$ cat config.mk
export PLATFORM = sky130hd
export DESIGN_NAME = spi_ctl_top
export DESIGN_NICKNAME = d
export VERILOG_FILES = /design/src/rtl/spi_ctl_pkg.sv /design/src/rtl/spi_ctl_tick.sv /design/src/rtl/spi_ctl_shift.sv /design/src/rtl/spi_ctl_regs.sv /design/src/rtl/spi_ctl_top.sv
export SDC_FILE = /design/constraint.sdc
export NUM_CORES = 1
export LEC_CHECK = 0
export ABC_AREA = 1
export BUFFER_PORTS_ARGS = -buffer_cell sky130_fd_sc_hd__buf_2
export CAP_MARGIN = 20
export CORE_MARGIN = 5
export CORE_UTILIZATION = 40
export CTS_CLUSTER_DIAMETER = 50
export DETAILED_ROUTE_END_ITERATION = 10
export GPL_ROUTABILITY_DRIVEN = 0
export PLACE_DENSITY_LB_ADDON = 0.25
export SKIP_LAST_GASP = 1
export SYNTH_ARGS = -nofsm -noshare
export SYNTH_HDL_FRONTEND = slang
export SYNTH_HIERARCHICAL = 1
export SYNTH_SLANG_ARGS = --single-unit
$ cat constraint.sdc
create_clock -name clk -period 4.9 [get_ports clk]
set_input_delay 1.47 -clock clk [delete_from_list [all_inputs] [get_ports clk]]
set_output_delay 1.47 -clock clk [all_outputs]
set_load 0.05 [all_outputs]
$ cat src/rtl/spi_ctl_pkg.sv
package spi_ctl_pkg;
   // Whether the transmitter is currently moving a word.
   typedef enum logic {
      XMIT_IDLE  = 1'b0,
      XMIT_SHIFT = 1'b1
   } xmit_state_e;

   // Number of system clocks a full transfer takes.
   function automatic int xfer_cycles(input int pay_w, input int half_div);
      return 2 * pay_w * half_div;
   endfunction
endpackage

$ cat src/rtl/spi_ctl_tick.sv
module spi_ctl_tick #(
   parameter int HALF_DIV = 2
) (
   input  logic clk,
   input  logic rst_n,
   input  logic run,
   input  logic restart,
   output logic tick
);
   localparam int TW = (HALF_DIV > 1) ? $clog2(HALF_DIV) : 1;

   generate
      if (HALF_DIV < 1) begin : g_bad_div
         $error("spi_ctl_tick: HALF_DIV must be at least 1");
      end

      if (HALF_DIV == 1) begin : g_every_cycle
         assign tick = run;
      end else begin : g_divided
         localparam logic [TW-1:0] LAST = TW'(HALF_DIV - 1);
         logic [TW-1:0] cnt_q;

         always_ff @(posedge clk or negedge rst_n) begin
            if (!rst_n) begin
               cnt_q <= '0;
            end else if (restart || !run) begin
               cnt_q <= '0;
            end else if (cnt_q == LAST) begin
               cnt_q <= '0;
            end else begin
               cnt_q <= cnt_q + 1'b1;
            end
         end

         assign tick = run && (cnt_q == LAST);

         AST_CNT_IN_RANGE: assert property (@(posedge clk) disable iff (!rst_n)
            cnt_q <= LAST);
      end
   endgenerate
endmodule

$ cat src/rtl/spi_ctl_shift.sv
module spi_ctl_shift
   import spi_ctl_pkg::*;
#(
   parameter int PAY_W = 16
) (
   input  logic             clk,
   input  logic             rst_n,
   input  logic             start,
   input  logic [PAY_W-1:0] payload,
   input  logic             tick,
   output logic             active,
   output logic             done,
   output logic             sclk,
   output logic             mosi,
   output logic             cs_n
);
   localparam int CNT_W = (PAY_W > 1) ? $clog2(PAY_W) : 1;
   localparam logic [CNT_W-1:0] LAST_BIT = CNT_W'(PAY_W - 1);

   generate
      if (PAY_W < 2) begin : g_bad_width
         $error("spi_ctl_shift: PAY_W must be at least 2");
      end
   endgenerate

   xmit_state_e      state_q;
   logic [PAY_W-1:0] shreg_q;
   logic [CNT_W-1:0] bitcnt_q;
   logic             sclk_q;
   logic             cs_n_q;
   logic             last_bit;

   assign last_bit = (bitcnt_q == LAST_BIT);
   assign active   = (state_q == XMIT_SHIFT);
   assign done     = active && tick && sclk_q && last_bit;

   always_ff @(posedge clk or negedge rst_n) begin
      if (!rst_n) begin
         state_q  <= XMIT_IDLE;
         shreg_q  <= '0;
         bitcnt_q <= '0;
         sclk_q   <= 1'b0;
         cs_n_q   <= 1'b1;
      end else if (start) begin
         state_q  <= XMIT_SHIFT;
         shreg_q  <= payload;
         bitcnt_q <= '0;
         sclk_q   <= 1'b0;
         cs_n_q   <= 1'b0;
      end else if (active && tick) begin
         if (!sclk_q) begin
            sclk_q <= 1'b1;
         end else begin
            sclk_q  <= 1'b0;
            shreg_q <= {shreg_q[PAY_W-2:0], 1'b0};
            if (last_bit) begin
               state_q <= XMIT_IDLE;
               cs_n_q  <= 1'b1;
            end else begin
               bitcnt_q <= bitcnt_q + 1'b1;
            end
         end
      end
   end

   assign sclk = sclk_q;
   assign cs_n = cs_n_q;
   assign mosi = shreg_q[PAY_W-1];

   AST_SCLK_LOW_WHEN_DESELECTED: assert property (@(posedge clk) disable iff (!rst_n)
      cs_n_q |-> !sclk_q);
   AST_DATA_STABLE_ON_RISE: assert property (@(posedge clk) disable iff (!rst_n)
      (!start && $rose(sclk_q)) |-> $stable(shreg_q));
   AST_DONE_RAISES_CS: assert property (@(posedge clk) disable iff (!rst_n)
      (done && !start) |=> cs_n_q);
endmodule

$ cat src/rtl/spi_ctl_regs.sv
module spi_ctl_regs #(
   parameter int DATA_W = 32,
   parameter int PAY_W  = 16
) (
   input  logic              clk,
   input  logic              rst_n,
   input  logic              wr_en,
   input  logic [DATA_W-1:0] wr_data,
   input  logic              done,
   output logic              launch,
   output logic [PAY_W-1:0]  payload,
   output logic              busy,
   output logic [DATA_W-1:0] rd_data
);
   localparam int GO_POS = PAY_W;
   localparam int EN_POS = PAY_W + 1;
   localparam logic [DATA_W-1:0] GO_MASK = DATA_W'(1) << GO_POS;

   generate
      if (DATA_W < PAY_W + 2) begin : g_bad_width
         $error("spi_ctl_regs: DATA_W too narrow for payload plus control bits");
      end
   endgenerate

   logic [DATA_W-1:0] store_q;
   logic              busy_q;
   logic              accept;

   // The completion cycle frees the register for the write presented in it.
   assign accept  = wr_en && (!busy_q || done);
   assign launch  = accept && wr_data[GO_POS] && wr_data[EN_POS];
   assign payload = wr_data[PAY_W-1:0];

   always_ff @(posedge clk or negedge rst_n) begin
      if (!rst_n) begin
         store_q <= '0;
         busy_q  <= 1'b0;
      end else begin
         if (accept) begin
            store_q <= wr_data & ~GO_MASK;
         end
         if (launch) begin
            busy_q <= 1'b1;
         end else if (done) begin
            busy_q <= 1'b0;
         end
      end
   end

   assign busy    = busy_q;
   assign rd_data = store_q | (busy_q ? GO_MASK : '0);

   AST_BUSY_BLOCKS_WRITES: assert property (@(posedge clk) disable iff (!rst_n)
      (busy_q && !done) |=> $stable(store_q));
   AST_NO_LAUNCH_WITHOUT_ENABLE: assert property (@(posedge clk) disable iff (!rst_n)
      (wr_en && !busy_q && !wr_data[EN_POS]) |=> !busy_q);
   AST_IDLE_WRITE_WITHOUT_GO: assert property (@(posedge clk) disable iff (!rst_n)
      (wr_en && !busy_q && !wr_data[GO_POS]) |=> !busy_q);
   AST_STORAGE_HELD: assert property (@(posedge clk) disable iff (!rst_n)
      !wr_en |=> $stable(store_q));
endmodule

$ cat src/rtl/spi_ctl_top.sv
module spi_ctl_top #(
   parameter int DATA_W   = 32,
   parameter int PAY_W    = 16,
   parameter int HALF_DIV = 2
) (
   input  logic              clk,
   input  logic              rst_n,
   input  logic              wr_en,
   input  logic [DATA_W-1:0] wr_data,
   output logic [DATA_W-1:0] rd_data,
   output logic              spi_sclk,
   output logic              spi_mosi,
   output logic              spi_cs_n
);
   localparam int GO_POS = PAY_W;

   logic             launch;
   logic             done;
   logic             busy;
   logic             active;
   logic             tick;
   logic [PAY_W-1:0] payload;

   spi_ctl_regs #(.DATA_W(DATA_W), .PAY_W(PAY_W)) u_regs (
      .clk     (clk),
      .rst_n   (rst_n),
      .wr_en   (wr_en),
      .wr_data (wr_data),
      .done    (done),
      .launch  (launch),
      .payload (payload),
      .busy    (busy),
      .rd_data (rd_data)
   );

   spi_ctl_tick #(.HALF_DIV(HALF_DIV)) u_tick (
      .clk     (clk),
      .rst_n   (rst_n),
      .run     (active),
      .restart (launch),
      .tick    (tick)
   );

   spi_ctl_shift #(.PAY_W(PAY_W)) u_shift (
      .clk     (clk),
      .rst_n   (rst_n),
      .start   (launch),
      .payload (payload),
      .tick    (tick),
      .active  (active),
      .done    (done),
      .sclk    (spi_sclk),
      .mosi    (spi_mosi),
      .cs_n    (spi_cs_n)
   );

   AST_BUSY_TRACKS_SELECT: assert property (@(posedge clk) disable iff (!rst_n)
      busy == !spi_cs_n);
   AST_LAUNCH_SETS_BUSY: assert property (@(posedge clk) disable iff (!rst_n)
      launch |=> rd_data[GO_POS]);
endmodule

After elaboration in Yosys (flattened, before gate mapping)
Cells that the tools add are included. Widths: inputs -> output; s select.

Input bits: 35. Word-level logic and storage cells: 54. Output and inout port bits: 35. Flip-flop bits (word level): 56.

Equality and inequality tests: 2. Bitwise operators: 1. $add $sub $neg: 2. Reduce and logical (&&, ||, !) cells: 18. Mux-type cells: 23.

Operator list (count): $mux 16 (3); $or 32x32->32 (1); $mux 17 (1); $mux 4 (4); $mux 1 (15); $reduce_bool 2->1 (4); $logic_and 1x1->1 (7); $reduce_and 3->1 (2); $add 4x1->4 const B (1); $eq 4x4->1 const B (1); $logic_not 1->1 (2); $logic_or 1x1->1 (2); $ne 2x2->1 const B (1); $reduce_and 2->1 (1); $add 1x1->1 const B (1).

Longest topological paths before layout
Word-level depth: 10. Mapped depth: 13. Depth with buffers taken out: 12.

Modules after synthesis
Netlist, hierarchy kept.

Modules (own cells, without submodules): spi_ctl_regs (times used 1, sequential area each 800.8 µm², area an instance 1463.9 µm², cells each 158); spi_ctl_shift (times used 1, sequential area each 576.8 µm², area an instance 1127.3 µm², cells each 126); spi_ctl_tick (times used 1, sequential area each 25.0 µm², area an instance 46.3 µm², cells each 6).

Worst setup path before layout
OpenSTA, ideal clock, no wires.

Path kind: input -> register. Start point: in wr_en. End point: reg u_shift.shreg_q[1]. Stages on the path: 7. Required time: 4776 ps. Setup slack: 2525 ps. Arrival time: 2251 ps. Library setup time: 124 ps. Path buffers: 2. Cell sequence: buf_4 nand4_1 inv_1 inv_1 buf_2 nand3_1 nand3_1.

Word-level cells in the longest chain between the ends: 5. Elaborated cells on any way between the ends: 7. Those cells by class: mux (1); reduce/logical (6).

RTL lines: from (decl) (line spi_ctl_top.sv:8) `input logic wr_en,`; $logic_and 1x1->1 (*) (line spi_ctl_regs.sv:30) `assign accept = wr_en && (!busy_q || done);`; $logic_and 1x1->1 (*) (2 in a row) (line spi_ctl_regs.sv:31) `assign launch = accept && wr_data[GO_POS] && wr_data[EN_POS];`; net launch (line spi_ctl_top.sv:17) `logic launch;`; $reduce_bool 2->1 (no line); $reduce_and 2->1 (no line); to (signal assigned) (line spi_ctl_shift.sv:46) `shreg_q <= payload;`; to (signal assigned) (line spi_ctl_shift.sv:55) `shreg_q <= {shreg_q[PAY_W-2:0], 1'b0};`; to (decl) (line spi_ctl_shift.sv:27) `logic [PAY_W-1:0] shreg_q;`.

Mark *: on every way through the listed nets, which the timed path passes. The rest lies on a longest branch. A chain may end at the register's enable or synchronous reset.

Worst setup path after layout
Start point: in wr_en. End point: reg u_shift.shreg_q[10].

Same word-level chain as after synthesis.

==> qor.txt <==
Status -> completed
CTS Buffer Depth -> 2
Post-route core utilization -> 45.6%
Vias in the first global route -> 2036
I/O Buffers -> 69
Met2 usage -> 22.4%
EDFF count, synth -> 0
Synthesized area -> 0.00264 mm^2
Crit-path max FO -> 33
Core Footprint -> 0.00639 mm^2
RSZ-0062 raised after global routing -> no
Ratio of cells with drive above 1 in the final layout -> 30.4%
Startpoint types -> input port
WS Path Type -> in2reg
Data required, critical path -> 5.10 ns
Grt peak-use layer -> met2
DRT iter0 DRCs -> 152
Global-route wire length before repair -> 9.61 mm
Via count -> 2054
Syn Inst Count -> 290
GR met1 Demand/Resource -> 18.3%
Ys flop type -> dfrtp_1
CTS root buf -> clkbuf_8
Synth warn -> 6
Final min period -> 3.00 ns
Height of the chip -> 91.2 um
Relative slew slack -> 56.7%
CP endpoint kind -> register
H-tree levels -> 2
Pleak -> 1.65 nW
Crit-path slowest cell -> buf_2
Max Fclk -> 333 MHz
Arr. time, crit path -> 3.20 ns
Site Rows -> 29
CP Buf/Inv Count -> 4
Largest net degree at the start of global routing -> 35
VDD IR-drop max -> 117 uV
Drt total wl -> 5.67 mm
Nets -> 371
Max-cap violation count -> 0
Antenna-violating nets left -> 0
Hold WS -> 0.474 ns
Reg clk slew, reported paths -> 0.10 ns
Setup Buffers After CTS -> 0
Chip width -> 91.2 um
Vias per cell -> 4.97
Cts bufs inserted -> 5
Fin crit share -> 61.2%
IO Count -> 70
First-pass DRT Iterations -> 4
CP cell instances -> buf_2 > nand4_1 > inv_1 > buf_4 > inv_1 > nand3_1 > nand3_1
GRT overflow -> 0
FFs w/ async S/R, synth -> 100%
Number of library cell types mapped by synthesis -> 25
Met3 Use GR -> 4.13%
Final setup violation count -> 0
Initial antenna violation count -> 0
Worst-Margin Slew -> 0.648 ns
GRT Resource Usage Total -> 13.9%
Pwr/cell area -> 259 mW/mm^2
Resized cells post-CTS -> 0
Clock Sinks -> 56
Max stage delay on crit path -> 0.49 ns
Setup Skew -> 0.00998 ns
Commonest non-fill, non-tap cell in the layout -> nand2_1
DP HPWL -> 3.88 mm
DRC violations left -> 0
Register area share after synthesis -> 53.2%
Post-route setup TNS -> 0 ns
Synth Register Bits -> 56
Area grow syn2layout -> 10.4%
HP Class -> reg2reg
R2r setup slk -> 2.22 ns
Avg Inst Size Synth -> 9.09 um^2
Initial core utilization -> 41.3%
Delay-heaviest family, CP -> buffers and inverters
Commonest non-fill, non-tap cells in the layout -> nand2_1, buf_2, nand3_1
TritonCTS clock tree -> yes
# diodes -> 0
# hold bufs at CTS -> 0
Avg WL per Cell -> 13.7 um
Count of pins over their slew limit -> 0
Worst-skew pair later-pin latency -> 0.31 ns
Die area -> 0.00832 mm^2
Syn nets -> 326
Fin. Hold Viols -> 0
==> cells in the mapped netlist, drive strengths merged (2+ instances only) <==
cell type    n  area, um^2
dfrtp       55        1380
buf         31         249
nand2      111         459
clkbuf       2        27.5
nand3       64         333
inv          8        35.0
nor2         8        65.1
nand4        4        25.0
==> final cells by class <==
type	instances	area, um^2
repair buffers	71	360
clock inverters	1	7.51
well taps	77	96.3
fillers	644	3470
clock buffers	7	86.3
multi-input cells	193	923
inverters	8	35.0
flip-flops and latches	56	1400
==> final timing paths <==
path | start | endpoint | depth (start not counted)
max | wr_en | u_shift/shreg_q[10] | 7
min | u_regs/store_q[11] | u_regs/store_q[11] | 2
max reg2reg | u_shift/bitcnt_q[0] | u_shift/shreg_q[10] | 13
min in group asynchronous | rst_n | u_shift/active | 1
max in group asynchronous | rst_n | u_regs/store_q[14] | 2
min reg2reg | u_regs/store_q[11] | u_regs/store_q[11] | 2
==> registers in the layout (all words and copies together) (netlist names) <==
| name | count |
|---|---|
| u_shift/bitcnt_q | 4 |
| u_regs/store_q | 31 |
| u_shift/cs_n | 1 |
| u_shift/sclk | 1 |
| u_tick/g_divided.cnt_q | 1 |
| u_regs/busy | 1 |
| u_shift/active | 1 |
| u_shift/shreg_q | 16 |
==> power breakdown <==
group / leakage, nW / total (mW) / switching [mW] / internal, mW
logic: 0.850 / 0.0296 / 0.0195 / 0.0101
registers: 0.754 / 0.462 / 0 / 0.462
clock network: 0.0445 / 0.262 / 0.147 / 0.115
total: 1.65 / 0.754 / 0.167 / 0.587
==> worst reg2reg max path, stage by stage, from the launching register on <==
cell     delay [ns]
dfrtp_1        0.42
ha_1           0.18
nand2_1        0.07
nor2_2         0.15
inv_1          0.10
nor2_4         0.10
inv_2          0.05
nand2_4        0.29
nand4_1        0.18
inv_1          0.08
buf_4          0.27
inv_1          0.37
nand3_1        0.21
nand3_1        0.11
==> metal layers <==
| metal | vias up | wire length, um |
|---|---|---|
| met5 | - | 0 |
| met4 | 0 | 64 |
| met3 | 6 | 376 |
| met2 | 64 | 2660 |
| met1 | 980 | 2570 |
| li1 | 1004 | - |
==> logic make-up (layout without fill, tap and decap cells) <==
logic type,Yosys count,in the layout,share of synthesized area [%]
compound gates,2,2,0.379
simple gates,190,190,34.2
buf+inv,41,87,11.8
flops,56,56,53.2
fa+ha+maj,1,1,0.474
==> metrics by stage <==
step,setup WS (ns),area [um^2],power (mW),instances
floorplan,2.53,2640,0.485,290
global placement,1.64,2820,0.502,405
detailed placement,1.56,2820,0.502,405
global route,1.75,2910,0.783,413
finish,1.90,2910,0.754,413
CTS,1.91,2910,0.763,413
(Power assumes the default switching activity.)
